### src/rtl/adc_seq_pkg.sv
// Shared types and decode helpers for the conversion sequencer.
// Assumes a 12-bit sample path; resolution codes pick 8, 10 or 12 bits.
package adc_seq_pkg;

    typedef enum logic [1:0] {
        SEQ_IDLE   = 2'd0,
        SEQ_LEAD   = 2'd1,
        SEQ_SAMPLE = 2'd2
    } seq_state_e;

    localparam int LEAD_TICKS = 6;
    localparam int BASE_TICKS = 25;

    // Long-sample extension in ticks from the range bit and step field
    function automatic logic [5:0] lsa_ticks(input logic long_mode, input logic [1:0] step);
        logic [5:0] t;
        case ({long_mode, step})
            3'b000:  t = 6'd3;
            3'b001:  t = 6'd5;
            3'b010:  t = 6'd7;
            3'b011:  t = 6'd9;
            3'b100:  t = 6'd13;
            3'b101:  t = 6'd17;
            3'b110:  t = 6'd21;
            default: t = 6'd25;
        endcase
        return t;
    endfunction

    // Number of result bits kept for a resolution code
    function automatic int res_bits(input logic [1:0] mode);
        case (mode)
            2'b00:   return 8;
            2'b01:   return 10;
            default: return 12;
        endcase
    endfunction

endpackage

### src/rtl/adc_seq_timing.sv
// Decodes the live sample-time and averaging settings into a sample
// window length (base + extension) and log2 of the sample count.
// Purely combinational; the controller latches the outputs at start.
module adc_seq_timing
    import adc_seq_pkg::*;
#(
    parameter int PER_W = 6
) (
    input  logic             long_smp,
    input  logic [1:0]       smp_time,
    input  logic             avg_en,
    input  logic [1:0]       avg_cnt,
    output logic [PER_W-1:0] period,
    output logic [2:0]       log2n
);

    // Window length: fixed base plus the selected extension
    always_comb begin
        period = PER_W'(BASE_TICKS) + PER_W'(lsa_ticks(long_smp, smp_time));
    end

    // Sample count exponent: 0 without averaging, 2..5 with it
    always_comb begin
        log2n = avg_en ? (3'd2 + {1'b0, avg_cnt}) : 3'd0;
    end

endmodule

### src/rtl/adc_seq_ctrl.sv
// Conversion state machine: lead-in ticks, then N sample windows.
// Assumes conv_tick is a one-cycle enable; config is latched at each start.
module adc_seq_ctrl
    import adc_seq_pkg::*;
#(
    parameter int CH_W  = 5,
    parameter int PER_W = 6,
    parameter int NS_W  = 6
) (
    input  logic             clk,
    input  logic             rst_n,
    input  logic             tick,
    input  logic             cmd_we,
    input  logic [CH_W-1:0]  cmd_chan,
    input  logic             cmd_ien,
    input  logic             cont_en,
    input  logic [PER_W-1:0] period,
    input  logic [2:0]       log2n,
    output logic             busy,
    output logic [CH_W-1:0]  chan,
    output logic             ien,
    output logic             capture,
    output logic             first_smp,
    output logic             done,
    output logic [2:0]       cur_log2n
);

    localparam logic [CH_W-1:0]  STOP_CH   = '1;
    localparam logic [PER_W-1:0] LEAD_LAST = PER_W'(LEAD_TICKS - 1);

    seq_state_e       state_q;
    logic [PER_W-1:0] cnt_q;
    logic [PER_W-1:0] per_q;
    logic [2:0]       l2n_q;
    logic [NS_W-1:0]  idx_q;
    logic             last_smp;

    // Sample-position decode
    assign last_smp  = (idx_q == NS_W'((1 << l2n_q) - 1));
    assign first_smp = (idx_q == '0);
    assign capture   = (state_q == SEQ_SAMPLE) && tick && (cnt_q == '0) && !cmd_we;
    assign done      = capture && last_smp;
    assign busy      = (state_q != SEQ_IDLE);
    assign cur_log2n = l2n_q;

    // Sequencing of lead-in and sample windows
    always_ff @(posedge clk) begin
        if (!rst_n) begin
            state_q <= SEQ_IDLE;
            cnt_q   <= '0;
            per_q   <= '0;
            l2n_q   <= '0;
            idx_q   <= '0;
            chan    <= '0;
            ien     <= 1'b0;
        end else if (cmd_we) begin
            chan <= cmd_chan;
            ien  <= cmd_ien;
            if (cmd_chan == STOP_CH) begin
                state_q <= SEQ_IDLE;
            end else begin
                state_q <= SEQ_LEAD;
                cnt_q   <= LEAD_LAST;
                per_q   <= period;
                l2n_q   <= log2n;
                idx_q   <= '0;
            end
        end else if (tick) begin
            case (state_q)
                SEQ_LEAD: begin
                    if (cnt_q == '0) begin
                        state_q <= SEQ_SAMPLE;
                        cnt_q   <= per_q - 1'b1;
                    end else begin
                        cnt_q <= cnt_q - 1'b1;
                    end
                end
                SEQ_SAMPLE: begin
                    if (cnt_q != '0) begin
                        cnt_q <= cnt_q - 1'b1;
                    end else if (!last_smp) begin
                        idx_q <= idx_q + 1'b1;
                        cnt_q <= per_q - 1'b1;
                    end else if (cont_en) begin
                        state_q <= SEQ_LEAD;
                        cnt_q   <= LEAD_LAST;
                        per_q   <= period;
                        l2n_q   <= log2n;
                        idx_q   <= '0;
                    end else begin
                        state_q <= SEQ_IDLE;
                    end
                end
                default: state_q <= SEQ_IDLE;
            endcase
        end
    end

    // a stop write leaves the sequencer idle
    p_stop_idle_r6: assert property (@(posedge clk) disable iff (!rst_n)
        cmd_we && (cmd_chan == STOP_CH) |=> !busy);

    // without a tick or a write the countdown holds
    p_tick_gate_r1: assert property (@(posedge clk) disable iff (!rst_n)
        !tick && !cmd_we |=> $stable(cnt_q) && $stable(state_q));

    // continuous mode keeps the sequencer running past completion
    p_cont_restart_r9: assert property (@(posedge clk) disable iff (!rst_n)
        done && cont_en |=> busy && $stable(chan));

endmodule

### src/rtl/adc_seq_accum.sv
// Accumulates samples of one conversion, then forms the truncated average
// and masks it to the selected resolution. Assumes DATA_W is 12.
module adc_seq_accum
    import adc_seq_pkg::*;
#(
    parameter int DATA_W = 12,
    parameter int MAX_L2 = 5
) (
    input  logic              clk,
    input  logic              rst_n,
    input  logic              capture,
    input  logic              first_smp,
    input  logic              done,
    input  logic [DATA_W-1:0] sample,
    input  logic [2:0]        log2n,
    input  logic [1:0]        res_mode,
    output logic [DATA_W-1:0] res_val
);

    localparam int ACC_W = DATA_W + MAX_L2;

    logic [ACC_W-1:0]  acc_q;
    logic [ACC_W-1:0]  sum_now;
    logic [ACC_W-1:0]  avg_full;
    logic [DATA_W-1:0] mask;

    // Running sum including the sample taken this cycle
    always_comb begin
        sum_now  = (first_smp ? '0 : acc_q) + ACC_W'(sample);
        avg_full = sum_now >> log2n;
        mask     = {DATA_W{1'b1}} >> (DATA_W - res_bits(res_mode));
        res_val  = avg_full[DATA_W-1:0] & mask;
    end

    // Store the running sum at each captured sample
    always_ff @(posedge clk) begin
        if (!rst_n) begin
            acc_q <= '0;
        end else if (capture) begin
            acc_q <= sum_now;
        end
    end

    // the shifted average of N samples fits the sample width
    p_avg_fits_r4: assert property (@(posedge clk) disable iff (!rst_n)
        done |-> (avg_full >> DATA_W) == '0);

endmodule

### src/rtl/adc_seq_result.sv
// Result register and complete flag with overwrite protection.
// Assumes done is a single-cycle pulse from the controller.
module adc_seq_result #(
    parameter int DATA_W = 12
) (
    input  logic              clk,
    input  logic              rst_n,
    input  logic              done,
    input  logic [DATA_W-1:0] res_val,
    input  logic              rd_en,
    input  logic              ovw_en,
    output logic [DATA_W-1:0] result,
    output logic              coco
);

    logic accept;

    // A new result is taken unless an unread one is protected
    assign accept = !coco || ovw_en || rd_en;

    // Result and flag update
    always_ff @(posedge clk) begin
        if (!rst_n) begin
            result <= '0;
            coco   <= 1'b0;
        end else begin
            if (done && accept) begin
                result <= res_val;
            end
            if (done) begin
                coco <= 1'b1;
            end else if (rd_en) begin
                coco <= 1'b0;
            end
        end
    end

    // completion sets the flag
    p_coco_set_r7: assert property (@(posedge clk) disable iff (!rst_n)
        done |=> coco);

    // a read without completion clears the flag
    p_read_clear_r7: assert property (@(posedge clk) disable iff (!rst_n)
        rd_en && !done |=> !coco);

    // a protected unread result is kept
    p_keep_unread_r10: assert property (@(posedge clk) disable iff (!rst_n)
        done && coco && !ovw_en && !rd_en |=> $stable(result));

endmodule

### src/rtl/adc_conv_seq.sv
// Top of the conversion sequencer: ties decode, control, accumulation
// and result/flag logic together and forms the interrupt.
// Assumes one conversion channel and a 12-bit sample input.
module adc_conv_seq #(
    parameter int DATA_W = 12,
    parameter int CH_W   = 5
) (
    input  logic              clk,
    input  logic              rst_n,
    input  logic              conv_tick,
    input  logic              ctl_we,
    input  logic [CH_W-1:0]   ctl_chan,
    input  logic              ctl_ien,
    input  logic              long_smp,
    input  logic [1:0]        smp_time,
    input  logic              avg_en,
    input  logic [1:0]        avg_cnt,
    input  logic [1:0]        res_mode,
    input  logic              cont_en,
    input  logic              ovw_en,
    input  logic [DATA_W-1:0] sample_in,
    input  logic              res_rd,
    output logic              sample_req,
    output logic              busy,
    output logic [CH_W-1:0]   cur_chan,
    output logic [DATA_W-1:0] result,
    output logic              coco,
    output logic              irq
);

    localparam int PER_W  = 6;
    localparam int MAX_L2 = 5;
    localparam int NS_W   = MAX_L2 + 1;

    logic [PER_W-1:0]  period;
    logic [2:0]        log2n;
    logic [2:0]        cur_log2n;
    logic              ien;
    logic              capture;
    logic              first_smp;
    logic              done;
    logic [DATA_W-1:0] res_val;

    adc_seq_timing #(.PER_W(PER_W)) timing_i (
        .long_smp (long_smp),
        .smp_time (smp_time),
        .avg_en   (avg_en),
        .avg_cnt  (avg_cnt),
        .period   (period),
        .log2n    (log2n)
    );

    adc_seq_ctrl #(.CH_W(CH_W), .PER_W(PER_W), .NS_W(NS_W)) ctrl_i (
        .clk       (clk),
        .rst_n     (rst_n),
        .tick      (conv_tick),
        .cmd_we    (ctl_we),
        .cmd_chan  (ctl_chan),
        .cmd_ien   (ctl_ien),
        .cont_en   (cont_en),
        .period    (period),
        .log2n     (log2n),
        .busy      (busy),
        .chan      (cur_chan),
        .ien       (ien),
        .capture   (capture),
        .first_smp (first_smp),
        .done      (done),
        .cur_log2n (cur_log2n)
    );

    adc_seq_accum #(.DATA_W(DATA_W), .MAX_L2(MAX_L2)) accum_i (
        .clk       (clk),
        .rst_n     (rst_n),
        .capture   (capture),
        .first_smp (first_smp),
        .done      (done),
        .sample    (sample_in),
        .log2n     (cur_log2n),
        .res_mode  (res_mode),
        .res_val   (res_val)
    );

    adc_seq_result #(.DATA_W(DATA_W)) result_i (
        .clk     (clk),
        .rst_n   (rst_n),
        .done    (done),
        .res_val (res_val),
        .rd_en   (res_rd),
        .ovw_en  (ovw_en),
        .result  (result),
        .coco    (coco)
    );

    // Interrupt follows the flag when the starting write enabled it
    assign irq        = coco && ien;
    assign sample_req = capture;

    // an enabled completion raises the interrupt
    p_irq_raise_r8: assert property (@(posedge clk) disable iff (!rst_n)
        done && ien && !ctl_we |=> irq);

    // no sample is requested while idle in the previous cycle
    p_req_busy_r11: assert property (@(posedge clk) disable iff (!rst_n)
        sample_req |-> $past(busy));

endmodule

### config.mk
export PLATFORM = sky130hd
export DESIGN_NAME = adc_conv_seq
export DESIGN_NICKNAME = d
export VERILOG_FILES = /design/src/rtl/adc_seq_pkg.sv /design/src/rtl/adc_seq_timing.sv /design/src/rtl/adc_seq_ctrl.sv /design/src/rtl/adc_seq_accum.sv /design/src/rtl/adc_seq_result.sv /design/src/rtl/adc_conv_seq.sv
export SDC_FILE = /design/constraint.sdc
export NUM_CORES = 1
export LEC_CHECK = 0
export ABC_AREA = 1
export BUFFER_PORTS_ARGS = -buffer_cell sky130_fd_sc_hd__buf_2
export CAP_MARGIN = 5
export CORE_MARGIN = 1
export CORE_UTILIZATION = 50
export DETAILED_ROUTE_END_ITERATION = 7
export PLACE_DENSITY = 0.73
export SETUP_SLACK_MARGIN = 0.15
export SYNTH_ARGS = -nofsm -noshare
export SYNTH_HDL_FRONTEND = slang
export SYNTH_HIERARCHICAL = 1
export SYNTH_SLANG_ARGS = --single-unit
### constraint.sdc
create_clock -name clk -period 3.5 [get_ports clk]
set_input_delay 1.05 -clock clk [delete_from_list [all_inputs] [get_ports clk]]
set_output_delay 1.05 -clock clk [all_outputs]
set_load 0.02 [all_outputs]
## Word-level counts from Yosys, hierarchy flattened

Cells that the tools add are included.

- Input bits: 33
- Flip-flop bits (word level): 59
- Logic and storage cells: 109
- Output and inout bits: 21

- Mux-type cells: 43
- Bitwise logic cells: 1
- Reductions and logical operators: 26
- Shifts and indexed selects: 3
- Equality and inequality tests: 18
- $add $sub $neg: 8

Operator list:

| kind | count |
|---|---|
| two-way mux 6 bit | 21 |
| case mux 5 bit (7 select lines) | 1 |
| right shift 12 x 32 -> 12 bit (first input constant) | 1 |
| two-way mux 3 bit | 8 |
| adder 17 x 12 -> 17 bit | 1 |
| two-way mux 17 bit | 1 |
| right shift 17 x 3 -> 12 bit | 1 |
| AND 12 bit | 1 |
| zero test 6 bit | 2 |
| case mux 6 bit (2 select lines) | 1 |
| nonzero test 2 bit | 6 |
| subtractor 6 x 1 -> 6 bit (second input constant) | 2 |
| two-way mux 2 bit | 5 |
| == test 3 bit (second input constant) | 3 |
| AND reduction 4 bit | 2 |
| adder 5 x 5 -> 6 bit (first input constant) | 1 |
| adder 6 x 1 -> 6 bit (second input constant) | 1 |
| == test 3 x 2 -> 1 bit (second input constant) | 2 |
| == test 6 bit | 1 |
| logical AND 1 bit | 6 |
| inequality test 3 x 2 -> 1 bit (second input constant) | 2 |
| inequality test 3 bit (second input constant) | 2 |
| case mux 3 bit (2 select lines) | 1 |
| AND reduction 6 bit | 1 |
| other kinds (19) | 26 |

## Logic depth before layout (Yosys ltp)

- Word-level depth: 9
- Mapped depth: 28
- Mapped depth without buffers: 27

## Modules after synthesis

Netlist, hierarchy kept.

By module, submodules not included:

| module | instances | cells an instance | area an instance (um^2) | sequential area each (um^2) |
|---|---|---|---|---|
| adc_seq_accum | 1 | 437 | 2,371.0 | 340.3 |
| adc_seq_ctrl | 1 | 264 | 1,744.2 | 580.6 |
| adc_seq_result | 1 | 85 | 655.6 | 260.2 |
| adc_seq_timing | 1 | 25 | 118.9 | 0.0 |
| adc_conv_seq | 1 | 2 | 7.5 | 0.0 |

## Worst setup path before layout

Ideal clock, no wire load.

- Path kind: reg-to-reg
- Start point: reg ctrl_i.idx_q[0]
- End point: reg result_i.result[10]
- Buffers on the path: 2
- Slack: 558 ps
- Stages on the path, launching flop included: 26
- Arrival time: 2,827 ps
- Setup time: 115 ps
- Required time: 3,385 ps
- Clock period less this slack: 2,942 ps
- Cells stage by stage: dfxtp_1 inv_1 ha_1 nand3_1 nor3_1 buf_6 clkbuf_1 nor2_1 ha_1 nand2_2 inv_1 nand2_1 nand2_1 a21oi_2 nand2_2 nand2_2 nand2_2 nand2_2 nand3_1 nor2b_2 nand2_1 inv_1 inv_1 nand3_2 nand2_1 nor2_1

- Cells in the longest elaborated chain, start to end: 5
- Elaborated cells between the ends (all ways): 8
- Classes of those cells: 1 x add/sub; 1 x eq/ne; 1 x shift; 1 x mux; 1 x bitwise; 3 x reduce/logical

RTL lines:

| element | RTL line | text |
|---|---|---|
| start, declared | adc_seq_ctrl.sv:35 | `logic [NS_W-1:0] idx_q;` |
| start signal, assigned | adc_seq_ctrl.sv:82 | `idx_q <= idx_q + 1'b1;` |
| zero test 6 bit | adc_seq_ctrl.sv:40 | `assign first_smp = (idx_q == '0);` |
| named net first_smp | adc_conv_seq.sv:40 | `logic first_smp;` |
| two-way mux 17 bit | adc_seq_accum.sv:29 | `sum_now = (first_smp ? '0 : acc_q) + ACC_W'(sample);` |
| adder 17 x 12 -> 17 bit | adc_seq_accum.sv:29 |  |
| right shift 17 x 3 -> 12 bit | adc_seq_accum.sv:30 | `avg_full = sum_now >> log2n;` |
| AND 12 bit | adc_seq_accum.sv:32 | `res_val = avg_full[DATA_W-1:0] & mask;` |
| named net res_val[10] | adc_conv_seq.sv:42 | `logic [DATA_W-1:0] res_val;` |
| end signal, assigned | adc_seq_result.sv:28 | `result <= res_val;` |
| end, declared | adc_seq_result.sv:12 | `output logic [DATA_W-1:0] result,` |

The timed path passes the listed nets, and every way through them passes these cells.
A chain may end at the register's enable or synchronous reset.

## Worst setup path after layout

Same ends and word-level chain as after synthesis.

==> results.sh <==
export IMPL_clock_latency_ps=340
export IMPL_p_switching_uw=624.2
export IMPL_power_density_nw_per_um2=353.9
export IMPL_drt_wl_total_mm=12.58
export IMPL_crit_type="flip-flop to flip-flop"
export IMPL_ys_flop_type="dfxtp_1"
export IMPL_synth_edf_count=0
export IMPL_hold_buffers=0
export IMPL_synth_avg_cell_area_sq_um=6.024
export IMPL_drt_initial_drc_count=339
export IMPL_vias_per_cell=5.280
export IMPL_crit_chain="inv_2 -> ha_1 -> nand3_1 -> nor3_4 -> buf_6 -> nor2_1 -> ha_1 -> nand2_1 -> inv_1 -> a21oi_2 -> nand2_2 -> nand2_1 -> nand2_1 -> nand2_1 -> nand3_2 -> nand3_2 -> nand3_1 -> nand2_1 -> inv_1 -> inv_1 -> nand3_2 -> nand2_1 -> nor2_1"
export IMPL_dpl_worst_slack_ps=288.4
export IMPL_cts_buffers=9
export IMPL_path_clk_slew_ps=70
export IMPL_wire_per_inst_microns=12.65
export IMPL_rsz0062_at_grt="yes"
export IMPL_dp_hpwl_mm=9.307
export IMPL_crit_top_cell="nand2_1"
export IMPL_fin_ws_ps=365.4
export IMPL_fin_tns_setup_ps=0
export IMPL_place_gp_congestion=1.002
export IMPL_cp_data_required_time_ps=3740
export IMPL_drive_above_1_share_pct=19.05
export IMPL_synth_most_common_cell="nand2_1"
export IMPL_clock_sinks=59
export IMPL_p_sw_share_pct=31.42
export IMPL_synthTopCellsByArea="dfxtp_1 24%, nand2_1 15%, nand3_1 10%"
export IMPL_fin_crit_sh_pct=89.56
export IMPL_seqPwrFrac_pct=36.5
export IMPL_start_util_pct=52.26
export IMPL_core_area_sq_um=9371
export IMPL_grt_start_max_net_pins=26
export IMPL_die_area_sq_um=10190
export IMPL_ant_nets=0
export IMPL_cts_max_path_buffers=2
export IMPL_end_kind="flip-flop"
export IMPL_rows=35
export IMPL_finish_utilization_pct=59.89
export IMPL_synthDistinctLibCells=43
export IMPL_synth_seq_cells=59
export IMPL_tightest_slew_ps=771.5
export IMPL_yosys_area_top_type="dfxtp_1"
export IMPL_grt_ovfl_total=0
export IMPL_cp_top_family="simple AND/OR/NAND/NOR gates"
export IMPL_fp_dieH_microns=101.0
export IMPL_combPwrFrac_pct=23.6
export IMPL_async_flop_share_pct=0
export IMPL_gr_usage_all_layers_pct=25.75
export IMPL_slowest_stage="dfxtp_2"
export IMPL_first_pass_iters=5
export IMPL_slew_violations=0
export IMPL_setup_violations=0
export IMPL_min_path_type="flip-flop to flip-flop"
export IMPL_max_stage_delay_ps=340
export IMPL_port_buffers=53
export IMPL_skew_ps=11.07
export IMPL_ios=54
export IMPL_p_int_uw=1362
export IMPL_relSlewSlack_pct=48.50
export IMPL_syn_num_nets=865
export IMPL_syn_to_final_growth_pct=14.61
export IMPL_drv_cap=0
export IMPL_clockPowerShare_pct=39.9
export IMPL_peakVddDrop_v=0.0001961
export IMPL_grt_pass1_wl_mm=20.82
export IMPL_hold_viol_final=0
export IMPL_critPathLaunchType="flip-flop"
export IMPL_antenna_found_initial=0
export IMPL_fillers=904
export IMPL_fin_nets=913
export IMPL_fmax_mhz=319.0
export IMPL_status="finished, final reports clean"
export IMPL_fp_dieW_microns=101.0
export IMPL_rrSetupSlack_ps=370
export IMPL_total_leakage_power_uw=0.002823
export IMPL_diodes=0
export IMPL_cp_buffers_inverters=5
export IMPL_cp_max_fo=8
export IMPL_yosys_warnings=6
export IMPL_synth_top_cell_area_share_pct=24.12
export IMPL_syn_cell_area_sq_um=4897
export IMPL_cts_tree="yes"
export IMPL_num_vias=5254
export IMPL_htree_levels=3
export IMPL_layout_min_cycle_time_ps=3135
export IMPL_grt_pass1_vias=4717
export IMPL_cts_root_buf="clkbuf_8"
export IMPL_critPathArrivalTime_ps=3380
export IMPL_yosys_top_cells_count="193 x nand2_1, 123 x inv_1, 101 x nor2_1"
export IMPL_ys_seq_area_share_pct=24.12
export IMPL_synthCells=813
export IMPL_drc=0
-- cell type report --
| class | count | area, sq um | area share [%] |
|---|---|---|---|
| timing repair buffer | 64 | 355.3 | 6.331 |
| multi-input combinational | 593 | 3157 | 56.24 |
| tap | 129 | 161.4 | 2.876 |
| sequential | 59 | 1182 | 21.07 |
| clock inverter | 6 | 111.4 | 1.984 |
| inverter | 134 | 508.0 | 9.050 |
| clock buffer | 10 | 137.6 | 2.452 |
-- through the flow --
| step | hold WS [ps] | area [sq um] | cells | total power (uW) |
|---|---|---|---|---|
| 3_3_place_gp | 445.6 | 5205 | 975 | 1167 |
| 4_1_cts | 466.3 | 5454 | 991 | 1973 |
| 6_report | 464.5 | 5613 | 995 | 1987 |
| 2_1_floorplan | 434.8 | 4897 | 813 | 1075 |
| 3_5_place_dp | 456.9 | 5205 | 975 | 1175 |
| 5_1_grt | 478.8 | 5613 | 995 | 2097 |
-- placed cells by master (no fill, tap or decap), types with 4 or more instances in the layout --
cell,instances
nand2_2,21
nand4_1,9
clkbuf_8,10
xor2_1,6
nor2_1,99
ha_1,12
a21oi_1,50
nor2_2,10
o211ai_1,5
xnor2_1,4
nor3_1,5
inv_2,8
o21ai_0,35
a21oi_2,4
buf_4,9
nand3_2,15
inv_1,121
nand2_1,190
nand3_1,94
nor2_4,4
dfxtp_1,58
buf_2,53
-- registers in the layout (all words and copies together) (netlist names) --
register and count:
accum_i/acc_q 17, ctrl_i/ien 1, ctrl_i/state_q 2, result_i/result 12, ctrl_i/cur_log2n 3, ctrl_i/chan 5
result_i/coco 1, ctrl_i/idx_q 6, ctrl_i/per_q 6, ctrl_i/cnt_q 6
-- metal layers --
metal | track usage (%) | wire length (microns) | part of all wire [%]
met1 | 29.62 | 5275 | 42
met2 | 46.21 | 6365 | 51
met3 | 5.062 | 621 | 4.9
met4 | 11.15 | 320 | 2.5
met5 | 0 | 0 | 0
-- tightest hold or removal path, stage by stage (launching register included) --
cell	delay (ps)
dfxtp_1	300
inv_1	60
a21oi_1	60
-- path summary, 6_finish.rpt --
check	to	depth (start not counted)	start
min reg2reg	accum_i/acc_q[0]$_SDFFE_PN0P_	2	accum_i/acc_q[0]$_SDFFE_PN0P_
max reg2reg	result_i/result[10]$_SDFFE_PN0P_	23	ctrl_i/idx_q[0]$_SDFFE_PN0P_
min	accum_i/acc_q[0]$_SDFFE_PN0P_	2	accum_i/acc_q[0]$_SDFFE_PN0P_
max	result_i/result[10]$_SDFFE_PN0P_	23	ctrl_i/idx_q[0]$_SDFFE_PN0P_
-- cell families (layout without fill, tap and decap cells) --
group	after synthesis	count (layout)	share of synthesized area, %
other cells	1	1	0.07657
flops	59	59	24.12
mux	2	2	0.4088
simple gates	460	460	43.54
compound gates	99	99	10.68
buf+inv	161	214	14.03
fa+ha+maj	19	19	5.008
xor+xnor	12	12	2.146
-- power by group through the flow --
| stage | Sequential [uW] | Combinational (uW) | Clock, uW |
|---|---|---|---|
| after global routing | 729 | 526 | 841 |
| after global placement | 738 | 428 | 0 |
| final | 726 | 468 | 793 |
| after detailed placement | 740 | 435 | 0 |
| after floorplan | 739 | 336 | 0 |
| after CTS | 724 | 439 | 809 |
-- timing repair --
item / 4_1_cts / 5_1_grt
gates resized for setup: 0 / 32
endpoints found under the setup margin: 0 / 12
buffers inserted: 0 / 3
No activity file was read; power rests on OpenSTA's default activity.
